<file path="src/rtl/gpio_bank_pkg.sv">
package gpio_bank_pkg;
  localparam int MAX_LINES = 32;
  localparam int ADDR_W    = 4;

  typedef enum logic [ADDR_W-1:0] {
    REG_MODE   = 4'd0,
    REG_DIR    = 4'd1,
    REG_POL    = 4'd2,
    REG_TRIG   = 4'd3,
    REG_BOTH   = 4'd4,
    REG_OUT    = 4'd5,
    REG_IN     = 4'd6,
    REG_STAT   = 4'd7,
    REG_EN     = 4'd8,
    REG_CLR    = 4'd9,
    REG_UNMASK = 4'd10
  } reg_addr_e;

  function automatic int eff_lines(int n);
    return (n <= 0 || n > MAX_LINES) ? MAX_LINES : n;
  endfunction
endpackage

</file>
<file path="src/rtl/gpio_sync.sv">
module gpio_sync #(
  parameter int WIDTH  = 32,
  parameter int STAGES = 2
) (
  input  logic             clk_i,
  input  logic             rst_ni,
  input  logic [WIDTH-1:0] d_i,
  output logic [WIDTH-1:0] q_o
);
  logic [WIDTH-1:0] chain_q [STAGES];

  for (genvar s = 0; s < STAGES; s++) begin : g_stage
    always_ff @(posedge clk_i or negedge rst_ni) begin
      if (!rst_ni) chain_q[s] <= '0;
      else if (s == 0) chain_q[s] <= d_i;
      else chain_q[s] <= chain_q[(s > 0) ? s - 1 : 0];
    end
  end

  assign q_o = chain_q[STAGES-1];
endmodule

</file>
<file path="src/rtl/gpio_irq_detect.sv">
module gpio_irq_detect #(
  parameter int N = 32
) (
  input  logic         clk_i,
  input  logic         rst_ni,
  input  logic [N-1:0] sync_i,
  input  logic [N-1:0] mode_i,
  input  logic [N-1:0] pol_i,
  input  logic [N-1:0] trig_i,
  input  logic [N-1:0] both_i,
  input  logic [N-1:0] clr_i,
  output logic [N-1:0] status_o
);
  logic [N-1:0] prev_q;
  logic [N-1:0] evt;
  logic [N-1:0] status_q;

  always_ff @(posedge clk_i or negedge rst_ni) begin
    if (!rst_ni) prev_q <= '0;
    else prev_q <= sync_i;
  end

  for (genvar i = 0; i < N; i++) begin : g_line
    logic rise, fall;
    // compare raw history so a polarity change alone never fakes an edge
    assign rise   = sync_i[i] & ~prev_q[i];
    assign fall   = ~sync_i[i] & prev_q[i];
    assign evt[i] = both_i[i] ? (rise | fall) : (pol_i[i] ? fall : rise);

    always_ff @(posedge clk_i or negedge rst_ni) begin
      if (!rst_ni)         status_q[i] <= 1'b0;
      else if (!mode_i[i]) status_q[i] <= 1'b0;
      else if (!trig_i[i]) status_q[i] <= sync_i[i] ^ pol_i[i];
      else                 status_q[i] <= evt[i] | (status_q[i] & ~clr_i[i]);
    end
  end

  assign status_o = status_q;

  AST_GPIO_IO_MODE_QUIET: assert property (@(posedge clk_i) disable iff (!rst_ni)
    1'b1 |=> ((status_q & ~$past(mode_i)) == '0));
  AST_EDGE_STICKY: assert property (@(posedge clk_i) disable iff (!rst_ni)
    1'b1 |=> (($past(status_q & mode_i & trig_i & ~clr_i) & ~status_q) == '0));
  AST_EDGE_BEATS_CLR: assert property (@(posedge clk_i) disable iff (!rst_ni)
    1'b1 |=> (($past(evt & mode_i & trig_i) & ~status_q) == '0));
endmodule

</file>
<file path="src/rtl/gpio_regs.sv">
module gpio_regs
  import gpio_bank_pkg::*;
#(
  parameter int N = 32
) (
  input  logic                 clk_i,
  input  logic                 rst_ni,
  input  logic                 wr_i,
  input  logic [ADDR_W-1:0]    addr_i,
  input  logic [MAX_LINES-1:0] wdata_i,
  input  logic [N-1:0]         sync_i,
  input  logic [N-1:0]         status_i,
  output logic [N-1:0]         mode_o,
  output logic [N-1:0]         dir_o,
  output logic [N-1:0]         pol_o,
  output logic [N-1:0]         trig_o,
  output logic [N-1:0]         both_o,
  output logic [N-1:0]         out_o,
  output logic [N-1:0]         en_o,
  output logic [N-1:0]         clr_o,
  output logic [MAX_LINES-1:0] rdata_o
);
  localparam int NREG = 7;

  logic [N-1:0] wd;
  logic [N-1:0] cfg_q [NREG];
  logic [N-1:0] rd;
  logic         unmask_wr;

  assign wd        = wdata_i[N-1:0];
  assign unmask_wr = wr_i && (addr_i == REG_UNMASK);
  assign clr_o     = (wr_i && addr_i == REG_CLR) ? wd : '0;

  // index 0..5 map to words 0..5, index 6 holds the enable word
  for (genvar r = 0; r < NREG; r++) begin : g_cfg
    localparam logic [ADDR_W-1:0] WORD = (r == NREG - 1) ? REG_EN : ADDR_W'(r);
    always_ff @(posedge clk_i or negedge rst_ni) begin
      if (!rst_ni)                      cfg_q[r] <= '0;
      else if (wr_i && addr_i == WORD)  cfg_q[r] <= wd;
      else if (r == NREG - 1 && unmask_wr) cfg_q[r] <= cfg_q[r] | wd;
    end
  end

  assign mode_o = cfg_q[0];
  assign dir_o  = cfg_q[1];
  assign pol_o  = cfg_q[2];
  assign trig_o = cfg_q[3];
  assign both_o = cfg_q[4];
  assign out_o  = cfg_q[5];
  assign en_o   = cfg_q[6];

  always_comb begin
    unique case (addr_i)
      REG_MODE: rd = cfg_q[0];
      REG_DIR:  rd = cfg_q[1];
      REG_POL:  rd = cfg_q[2];
      REG_TRIG: rd = cfg_q[3];
      REG_BOTH: rd = cfg_q[4];
      REG_OUT:  rd = cfg_q[5];
      REG_IN:   rd = (cfg_q[1] & cfg_q[5]) | (~cfg_q[1] & sync_i);
      REG_STAT: rd = status_i;
      REG_EN:   rd = cfg_q[6];
      default:  rd = '0;
    endcase
  end

  if (N < MAX_LINES) begin : g_pad_rd
    assign rdata_o = {{(MAX_LINES - N){1'b0}}, rd};
  end else begin : g_full_rd
    assign rdata_o = rd;
  end

  AST_UNMASK_SETS: assert property (@(posedge clk_i) disable iff (!rst_ni)
    unmask_wr |=> (($past(wd) & ~en_o) == '0));
  AST_UNMASK_KEEPS: assert property (@(posedge clk_i) disable iff (!rst_ni)
    unmask_wr |=> (($past(en_o) & ~en_o) == '0));
endmodule

</file>
<file path="src/rtl/gpio_irq_bank.sv">
module gpio_irq_bank
  import gpio_bank_pkg::*;
#(
  parameter int NUM_LINES = 32
) (
  input  logic                 clk_i,
  input  logic                 rst_ni,
  input  logic                 req_i,
  input  logic                 we_i,
  input  logic [ADDR_W-1:0]    addr_i,
  input  logic [MAX_LINES-1:0] wdata_i,
  output logic [MAX_LINES-1:0] rdata_o,
  input  logic [MAX_LINES-1:0] pad_i,
  output logic [MAX_LINES-1:0] pad_o,
  output logic [MAX_LINES-1:0] pad_oe_o,
  output logic                 irq_o
);
  localparam int N = eff_lines(NUM_LINES);

  logic [N-1:0] sync, mode, dir, pol, trig, both, outd, en, clr, status;
  logic [N-1:0] oe;

  gpio_sync #(.WIDTH(N), .STAGES(2)) u_sync (
    .clk_i, .rst_ni, .d_i(pad_i[N-1:0]), .q_o(sync)
  );

  gpio_regs #(.N(N)) u_regs (
    .clk_i, .rst_ni,
    .wr_i(req_i & we_i), .addr_i, .wdata_i,
    .sync_i(sync), .status_i(status),
    .mode_o(mode), .dir_o(dir), .pol_o(pol), .trig_o(trig), .both_o(both),
    .out_o(outd), .en_o(en), .clr_o(clr), .rdata_o
  );

  gpio_irq_detect #(.N(N)) u_det (
    .clk_i, .rst_ni, .sync_i(sync),
    .mode_i(mode), .pol_i(pol), .trig_i(trig), .both_i(both), .clr_i(clr),
    .status_o(status)
  );

  assign oe    = dir & ~mode;
  assign irq_o = |(status & en);

  if (N < MAX_LINES) begin : g_pad_out
    assign pad_o    = {{(MAX_LINES - N){1'b0}}, outd};
    assign pad_oe_o = {{(MAX_LINES - N){1'b0}}, oe};
  end else begin : g_full_out
    assign pad_o    = outd;
    assign pad_oe_o = oe;
  end

  AST_NO_IRQ_DISABLED: assert property (@(posedge clk_i) disable iff (!rst_ni)
    (en == '0) |-> !irq_o);
  AST_OE_ONLY_IO_MODE: assert property (@(posedge clk_i) disable iff (!rst_ni)
    ((pad_oe_o[N-1:0] & mode) == '0));
endmodule

</file>
<file path="config.mk">
export PLATFORM = sky130hd
export DESIGN_NAME = gpio_irq_bank
export DESIGN_NICKNAME = d
export VERILOG_FILES = /design/src/rtl/gpio_bank_pkg.sv /design/src/rtl/gpio_sync.sv /design/src/rtl/gpio_irq_detect.sv /design/src/rtl/gpio_regs.sv /design/src/rtl/gpio_irq_bank.sv
export SDC_FILE = /design/constraint.sdc
export NUM_CORES = 1
export LEC_CHECK = 0
export ABC_CLOCK_PERIOD_IN_PS = 2800
export BUFFER_PORTS_ARGS = -buffer_cell sky130_fd_sc_hd__buf_2
export CORE_AREA = 2 2 221 223
export CTS_BUF_LIST = sky130_fd_sc_hd__clkbuf_2
export CTS_CLUSTER_DIAMETER = 150
export DETAILED_ROUTE_END_ITERATION = 7
export DIE_AREA = 0 0 223 225
export SLEW_MARGIN = 10
export SYNTH_ARGS = -nofsm -noshare
export SYNTH_HDL_FRONTEND = slang
export SYNTH_SLANG_ARGS = --single-unit
</file>
<file path="constraint.sdc">
create_clock -name clk_i -period 2.8 [get_ports clk_i]
set_input_delay 0.7 -clock clk_i [delete_from_list [all_inputs] [get_ports clk_i]]
set_output_delay 0.7 -clock clk_i [all_outputs]
set_load 0.03 [all_outputs]
</file>
==> results of run 1 <==
-- metrics by stage --
| step | hold slack, ps | utilization [%] |
|---|---|---|
| 6_report | 220.9 | 45.38 |
| 5_1_grt | 143.2 | 45.38 |
| 4_1_cts | 89.80 | 44.99 |
| 3_5_place_dp | 334.7 | 39.99 |
| 3_3_place_gp | 334.1 | 39.99 |
| 2_1_floorplan | 331.2 | - |
-- cells by family (layout without fill, tap and decap cells) --
kind of cell / count (synthesis) / in the layout / synth area share (%)
simple gates: 154 / 154 / 4.337
xor+xnor: 32 / 32 / 1.687
buf+inv: 192 / 659 / 4.917
fa+ha+maj: 64 / 64 / 4.819
compound gates: 336 / 336 / 14.70
mux: 224 / 224 / 16.53
flops: 352 / 352 / 53.01
other cells: 0 / 2 / 0
-- worst paths after layout --
path	from	endpoint	slack, ps	depth (start not counted)
setup / recovery	u_det.status_o[16]	irq_o	-590	4
hold / removal	rst_ni	u_sync.chain_q[61]	220	2
setup reg to reg	u_sync.q_o[24]	u_det.status_o[24]	1170	6
hold reg to reg	u_sync.chain_q[41]	u_sync.q_o[9]	320	0
max in group asynchronous	rst_ni	u_regs.dir_o[8]	1830	3
min in group clk_i	we_i	u_regs.en_o[0]	230	3
-- cells in the final DEF (no fill, tap or decap), drive strengths merged, types with 2 or more instances in the layout --
cell type,count
clkinv,18
and2,2
a32o,32
xor2,32
buf,313
a21oi,32
inv,119
o2111ai,32
dfrtp,352
clkbuf,142
nor2b,3
nor2,33
a31oi,32
diode,2
nand4,4
a22oi,80
a22o,32
o21ai,64
a221oi,32
nand3,33
dlygate4sd3,65
mux2,224
nor4b,3
and3,8
nand2,64
ha,64
-- flip-flops by register name, indices dropped and copies added (netlist names) --
| register | count |
|---|---|
| u_sync.q_o | 32 |
| u_regs.both_o | 32 |
| u_regs.dir_o | 32 |
| u_regs.out_o | 32 |
| u_det.prev_q | 32 |
| u_regs.mode_o | 32 |
| u_regs.en_o | 32 |
| u_det.status_o | 32 |
| u_sync.chain_q | 32 |
| u_regs.trig_o | 32 |
| u_regs.pol_o | 32 |
-- repair_timing --
item,CTS,global route
pin swaps,26,23
hold endpoints to repair,563,0
hold buffers,65,0
endpoints found under the setup margin,39,35
setup buffers,65,18
resized for setup,137,32
-- per-layer routing --
| layer | part of all wire (%) | vias up |
|---|---|---|
| li1 | - | 5836 |
| met1 | 45 | 6673 |
| met2 | 46 | 528 |
| met3 | 7.0 | 76 |
| met4 | 1.9 | 0 |
| met5 | 0 | - |
-- power by group through the flow --
stage	logic, mW	registers, mW	clock network, mW
after floorplan	1.73	6.73	0
after global placement	2.73	6.86	0
after detailed placement	2.79	6.88	0
after CTS	3.27	6.76	3.80
after global routing	3.59	6.91	4.07
final	3.32	6.80	3.65
-- cell type report --
type,count,area [um2]
Fill cell,4380,25970
Sequential cell,352,8846
Multi-Input combinational cell,810,7526
Timing Repair Buffer,378,3152
Tap cell,615,769.5
Clock buffer,142,710.7
Inverter,117,439.2
Clock inverter,22,128.9
Antenna cell,2,5.005
==> flow_metrics.env, run 1 <==
export IMPL_initial_core_util_pct=34.95
export IMPL_critPathMaxFanout=2
export IMPL_fin_ws_ps=-589.0
export IMPL_dpl_instance_area_mm2=0.01901
export IMPL_worst_path_buf_inv=1
export IMPL_hold_viol=0
export IMPL_layout_nets=1890
export IMPL_routed_wirelength_um=52730
export IMPL_synth_seq_cells=352
export IMPL_gr_usage_met3_pct=5.111
export IMPL_crit_path_top_delay_cell="or4_4"
export IMPL_cts_buffer_depth=3
export IMPL_cts_sinks=352
export IMPL_finalSetupViolations=33
export IMPL_placed_cells=2124
export IMPL_hold_class="in2async"
export IMPL_chipWidth_um=223
export IMPL_cpPeakStageDelay_ps=510
export IMPL_max_slew_margin_rel_pct=59.66
export IMPL_routed_via_density=5.379
export IMPL_grt_overflow_total=0
export IMPL_post_route_period_util_pct=121.0
export IMPL_p_int_mw=8.918
export IMPL_worst_setup_path_start_kind="flop"
export IMPL_ctsHtreeMaxLevel=3
export IMPL_synth_edf_count=0
export IMPL_ios=169
export IMPL_violations="setup timing"
export IMPL_synth_fp_nets=1490
export IMPL_synth_distinct_cells=32
export IMPL_port_buffers=168
export IMPL_track_usage_pct=21.13
export IMPL_path_cells="a22oi_2 > nand4_1 > or4_4 > buf_6"
export IMPL_ant_nets=0
export IMPL_die_y_um=225
export IMPL_gp_congestion=0.8223
export IMPL_leakage_nw=10.28
export IMPL_final_setup_tns_ps=-6652
export IMPL_drt_iter0_markers=1126
export IMPL_synthCells=1354
export IMPL_top_usage_layer="met2"
export IMPL_grt_use_met1_pct=29.15
export IMPL_p_per_area_mw_per_mm2=638.4
export IMPL_ys_seq_area_share_pct=53.01
export IMPL_final_cells=2438
export IMPL_p_clk_share_pct=26.5
export IMPL_drt_pass1_iterations=5
export IMPL_yosys_warnings=0
export IMPL_synth_top_flop_cell="dfrtp_1"
export IMPL_status="complete, but fails checks"
export IMPL_yosys_area_top_type="dfrtp_1"
export IMPL_grt_pass1_wl_um=81000
export IMPL_wl_per_cell_um=21.63
export IMPL_finClkSkew_ps=78.85
export IMPL_ir_drop_uv=420.7
export IMPL_rsz0062_at_grt="yes"
export IMPL_fmax_ghz=0.2951
export IMPL_drive_gt1_share_pct=38.93
export IMPL_syn_avg_cell_area_um2=12.27
export IMPL_numCtsBuffers=95
export IMPL_cts_root_buf="clkbuf_2"
export IMPL_swShare_pct=35.26
export IMPL_netlist_area_mm2=0.01662
export IMPL_use_met2_pct=32.72
export IMPL_grt_pass1_vias=13531
export IMPL_power_frac_seq_pct=49.4
export IMPL_area_growth_pct=29.85
export IMPL_cap_violations=0
export IMPL_route_detailed_drc=0
export IMPL_worstSetupEndpointType="primary output"
export IMPL_num_vias=13113
export IMPL_coreArea_mm2=0.04755
export IMPL_synth_most_common_cell="dfrtp_1"
export IMPL_stdcell_area_mm2=0.02158
export IMPL_power_frac_comb_pct=24.1
export IMPL_clkTransAtPathRegs_ps=80
export IMPL_p_switching_mw=4.857
export IMPL_cts_tree="yes"
export IMPL_antenna_found_initial=1
export IMPL_cpLargestDelayFamily="simple AND/OR/NAND/NOR gates"
export IMPL_hpwl_um=33920
export IMPL_synth_common_cells="dfrtp_1, mux2_1, inv_1"
export IMPL_clk_latency_ps=1100
export IMPL_dieArea_mm2=0.05018
export IMPL_fin_crit_ps=3389
export IMPL_p_total_mw=13.78
export IMPL_rows=80
export IMPL_place_ws_ps=-207.5
export IMPL_netlist_area_leader_share_pct=53.01
export IMPL_arrival_ps=2690
export IMPL_path_class="reg2out"
export IMPL_yosys_top_cells_area="dfrtp_1, mux2_1, mux2_4, ha_1, a22oi_1"
export IMPL_drv_slew=0
export IMPL_grt_max_degree=62
export IMPL_async_flop_share_pct=100.0
export IMPL_tightest_slew_ps=605.1
export IMPL_required_ps=2100
Power figures use the tool's default switching activity.
==> run 2, diff against run 1 <==
Settings changed: ABC_CLOCK_PERIOD_IN_PS 2800 to not set, TNS_END_PERCENT set to 30.
==> run 2 against run 1 <==
Effect of this change: the run still ends with setup timing left; utilization down 0.29 points; flip-flop and latch count unchanged; setup slack got worse by 11 ps; final cell count shrank 1.0%; critical path type unchanged; critical endpoint unchanged; largest cell class unchanged.
==> flow_metrics.env, run 2 (synthesized netlist as in run 1, its figures left out) <==
export IMPL_violations="setup timing"
export IMPL_grt_overflow_total=0
export IMPL_critPathMaxFanout=2
export IMPL_finalSetupViolations=33
export IMPL_worst_path_buf_inv=3
export IMPL_wl_per_cell_um=21.97
export IMPL_drive_gt1_share_pct=37.00
export IMPL_fmax_ghz=0.2941
export IMPL_rsz0062_at_grt="yes"
export IMPL_status="complete, but fails checks"
export IMPL_layout_commonest_cell="dfrtp_1"
export IMPL_chipWidth_um=223
export IMPL_hold_class="in2async"
export IMPL_route_detailed_drc=0
export IMPL_p_total_mw=13.76
export IMPL_hold_viol=0
export IMPL_max_slew_margin_rel_pct=58.93
export IMPL_rows=80
export IMPL_area_growth_pct=29.02
export IMPL_cts_root_buf="clkbuf_2"
export IMPL_worstSetupEndpointType="primary output"
export IMPL_hold_slack_ps=164.0
export IMPL_leakage_nw=10.14
export IMPL_ios=169
export IMPL_dpl_instance_area_mm2=0.01915
export IMPL_num_vias=12944
export IMPL_fill_cells=4427
export IMPL_numCtsBuffers=98
export IMPL_initial_core_util_pct=34.95
export IMPL_clkTransAtPathRegs_ps=90
export IMPL_ant_nets=0
export IMPL_tightest_slew_ps=616.1
export IMPL_antenna_found_initial=3
export IMPL_cap_violations=0
export IMPL_stdcell_area_mm2=0.02144
export IMPL_routed_wirelength_um=53010
export IMPL_track_usage_pct=21.23
export IMPL_crit_path_top_delay_cell="dfrtp_2"
export IMPL_dieArea_mm2=0.05018
export IMPL_fin_ws_ps=-600.3
export IMPL_layout_common_cells="dfrtp_1, clkbuf_2, mux2_1"
export IMPL_routed_via_density=5.364
export IMPL_post_route_period_util_pct=121.4
export IMPL_worst_setup_path_start_kind="flop"
export IMPL_drt_iter0_markers=1036
export IMPL_ir_drop_uv=291.0
export IMPL_grt_max_degree=59
export IMPL_arrival_ps=2700
export IMPL_layout_area_seq_mm2=0.008837
export IMPL_grt_pass1_vias=13382
export IMPL_cts_tree="yes"
export IMPL_port_buffers=168
export IMPL_hpwl_um=33510
export IMPL_die_y_um=225
export IMPL_clk_latency_ps=1060
export IMPL_finClkSkew_ps=44.69
export IMPL_cts_sinks=352
export IMPL_multi_input_area_mm2=0.007527
export IMPL_coreArea_mm2=0.04755
export IMPL_required_ps=2100
export IMPL_path_class="reg2out"
export IMPL_path_cells="a22oi_2 > buf_4 > nand4_1 > buf_4 > or4_4 > buf_6"
export IMPL_critPathMostFrequentCell="buf_4"
export IMPL_p_per_area_mw_per_mm2=641.9
export IMPL_drv_slew=0
export IMPL_cts_buffer_depth=3
export IMPL_gp_congestion=0.7962
export IMPL_cpPeakStageDelay_ps=460
export IMPL_grt_pass1_wl_um=80680
export IMPL_ctsHtreeMaxLevel=3
export IMPL_cpLargestDelayFamily="simple AND/OR/NAND/NOR gates"
export IMPL_drt_pass1_iterations=5
export IMPL_fin_crit_ps=3400
export IMPL_layout_nets=1856
## run 2: cell type report
type,count,area share [%]
inverter,117,2.048
tap,615,3.589
sequential,352,41.22
clock inverter,23,0.5369
antenna,6,0.07003
timing repair buffer,341,13.95
clock buffer,149,3.478
multi-input combinational,810,35.11
## run 2: metal layers
metal  GRT usage (%)  up-vias  routed length (um)
li1                -     5776                   -
met1           29.12     6582               23600
met2           32.47      491               24480
met3           5.332       95                3747
met4           7.837        0                1181
met5               0        -                   0
## run 2: path summary, 6_finish.rpt
kind / from / end / slack [ps] / cells after the start
worst max-delay path: u_regs.en_o[16] / irq_o / -600 / 6
worst min register to register: u_sync.chain_q[48] / u_sync.q_o[16] / 350 / 0
worst max register to register: u_sync.q_o[20] / u_det.status_o[20] / 1380 / 5
worst min-delay path: rst_ni / u_sync.chain_q[61] / 160 / 2
max in group asynchronous: rst_ni / u_sync.q_o[0] / 1850 / 3
min in group clk_i: pad_i[22] / u_sync.chain_q[54] / 270 / 2
## run 2: metrics by stage
| step | utilization [%] | setup WS [ps] | TNS [ps] | std cells |
|---|---|---|---|---|
| 3_5_place_dp | 40.28 | -207.2 | -4729 | 2129 |
| 5_1_grt | 45.09 | -776.0 | -13320 | 2413 |
| 2_1_floorplan | - | -13.83 | -179.6 | 1354 |
| 3_3_place_gp | 40.28 | -171.4 | -3917 | 2129 |
| 4_1_cts | 44.68 | -722.9 | -11530 | 2391 |
| 6_report | 45.09 | -600.3 | -7203 | 2413 |
## run 2: report_power, final
part	switching (mW)	internal, mW	leakage [nW]
Combinational	1.67	1.52	5.10
Sequential	0.964	5.90	4.37
Clock	2.22	1.49	0.672
Total	4.86	8.91	10.1
## run 2: timing repair
item,4_1_cts,5_1_grt
hold buffers,65,0
resized for setup,124,37
endpoints found under the setup margin,38,35
hold endpoints to repair,617,0
setup buffers,26,16
pin swaps,12,8
==> run 3, diff against run 2 <==
Settings changed: MAX_ROUTING_LAYER set to met4.
==> run 3 against run 2 <==
Effect of this change: the flow still finishes with violations (setup timing); combinational power about the same; non-clock buffer count unchanged; utilization barely moved; sequential power about the same; clock skew rose by 10 ps; flip-flop and latch count unchanged; first-iteration DRC count fell by 4.6%; total power about the same; setup slack gained 3.1 ps; final area hardly changed; global-route usage rose by 0.64 points; critical endpoint unchanged.
==> flow_metrics.env, run 3 (synthesized netlist as in run 1, its figures left out) <==
export IMPL_routed_wirelength_um=53050
export IMPL_cts_root_buf="clkbuf_2"
export IMPL_hold_viol=0
export IMPL_clk_latency_ps=1060
export IMPL_tightest_slew_ps=616.4
export IMPL_rsz0062_at_grt="yes"
export IMPL_status="complete, but fails checks"
export IMPL_r2r_slack_ps=1370
export IMPL_layout_nets=1856
export IMPL_route_detailed_drc=0
export IMPL_coreArea_mm2=0.04755
export IMPL_numCtsBuffers=98
export IMPL_critPathMaxFanout=2
export IMPL_final_cells=2409
export IMPL_violations="setup timing"
export IMPL_wl_per_cell_um=22.02
export IMPL_grt_pass1_vias=13373
export IMPL_hold_slack_ps=177.0
export IMPL_p_per_area_mw_per_mm2=642.0
export IMPL_finalSetupViolations=33
export IMPL_fin_crit_ps=3397
export IMPL_worstSetupEndpointType="primary output"
export IMPL_leakage_nw=10.14
export IMPL_cpLargestDelayFamily="simple AND/OR/NAND/NOR gates"
export IMPL_place_ws_ps=-207.2
export IMPL_grt_overflow_total=0
export IMPL_p_total_mw=13.76
export IMPL_m1WireLength_um=23620
export IMPL_cts_buffer_depth=3
export IMPL_crit_path_top_delay_cell="or4_4"
export IMPL_final_setup_tns_ps=-6678
export IMPL_fin_ws_ps=-597.2
export IMPL_hold_class="in2async"
export IMPL_grt_max_degree=59
export IMPL_ctsHtreeMaxLevel=3
export IMPL_dr_wl_met2_um=24420
export IMPL_num_vias=12941
export IMPL_drive_gt1_share_pct=37.05
export IMPL_wl_met3_um=3839
export IMPL_ant_nets=0
export IMPL_path_class="reg2out"
export IMPL_utilization_pct=45.07
export IMPL_die_y_um=225
export IMPL_hpwl_um=33510
export IMPL_r2r_start="u_sync.q_o[20]"
export IMPL_clkTransAtPathRegs_ps=90
export IMPL_dpl_instance_area_mm2=0.01915
export IMPL_crit_path_start="u_det.status_o[21]"
export IMPL_cpPeakStageDelay_ps=470
export IMPL_ios=169
export IMPL_initial_core_util_pct=34.95
export IMPL_dieArea_mm2=0.05018
export IMPL_rows=80
export IMPL_required_ps=2100
export IMPL_critPathMostFrequentCell="buf_4"
export IMPL_track_usage_pct=21.86
export IMPL_drt_pass1_iterations=5
export IMPL_cap_violations=0
export IMPL_worst_path_buf_inv=3
export IMPL_port_buffers=168
export IMPL_ir_drop_uv=290.7
export IMPL_worst_setup_path_start_kind="flop"
export IMPL_grt_pass1_wl_um=80740
export IMPL_routed_via_density=5.372
export IMPL_arrival_ps=2700
export IMPL_finClkSkew_ps=54.92
export IMPL_antenna_found_initial=3
export IMPL_drv_slew=0
export IMPL_placed_cells=2129
export IMPL_cts_sinks=352
export IMPL_stdcell_area_mm2=0.02143
export IMPL_post_route_period_util_pct=121.3
export IMPL_max_slew_margin_rel_pct=58.91
export IMPL_cts_tree="yes"
export IMPL_gp_congestion=0.8076
export IMPL_area_growth_pct=28.97
export IMPL_path_cells="a22oi_2 > buf_4 > nand4_1 > buf_4 > or4_4 > buf_6"
export IMPL_layout_commonest_cell="dfrtp_1"
export IMPL_fmax_ghz=0.2944
export IMPL_top_layer="met4"
export IMPL_layout_common_cells="dfrtp_1, clkbuf_2, mux2_1"
export IMPL_drt_iter0_markers=988
export IMPL_chipWidth_um=223
## run 3: cell count changes in the layout (fill, tap and decap cells not counted), sizes merged
cell,previous run,this run
diode,6,2
## run 3: worst paths after layout
check,to,cells after the start
worst max register to register,u_det.status_o[20],5
worst min-delay path,u_sync.chain_q[61],2
worst min register to register,u_sync.q_o[16],0
worst max-delay path,irq_o,6
min in group clk_i,u_sync.chain_q[54],2
max in group asynchronous,u_sync.q_o[0],3
## run 3: timing repair
item	in CTS	in global routing
buffers inserted	26	16
pin swaps	12	8
hold buffers	65	0
endpoints found under the setup margin	38	35
resized for setup	124	38
endpoints found under the hold margin	617	0
## run 3: cell type report
class	count	area [um2]
Sequential cell	352	8838
Inverter	117	439.2
Clock inverter	23	115.1
Timing Repair Buffer	341	2990
Tap cell	615	769.5
Clock buffer	149	745.7
Antenna cell	2	5.005
Multi-Input combinational cell	810	7527
Fill cell	4430	26120
## run 3: power by group
group / internal, mW / switching [mW] / leakage [nW] / total [mW]
registers: 5.90 / 0.963 / 4.37 / 6.86
logic: 1.52 / 1.67 / 5.10 / 3.20
clock network: 1.49 / 2.21 / 0.672 / 3.70
total: 8.91 / 4.85 / 10.1 / 13.8
## run 3: worst register-to-register path: cells and delay by family (launching register included)
kind | cells | cell delay (ps)
fa+ha+maj | 1 | 180
buf+inv | 1 | 140
flops | 1 | 450
compound gates | 2 | 300
mux | 1 | 260
## run 3: metal layers
metal / GRT usage [%] / vias up
li1: - / 5761
met1: 29.32 / 6594
met2: 32.31 / 487
met3: 5.228 / 99
met4: 7.837 / 0
met5: - / -
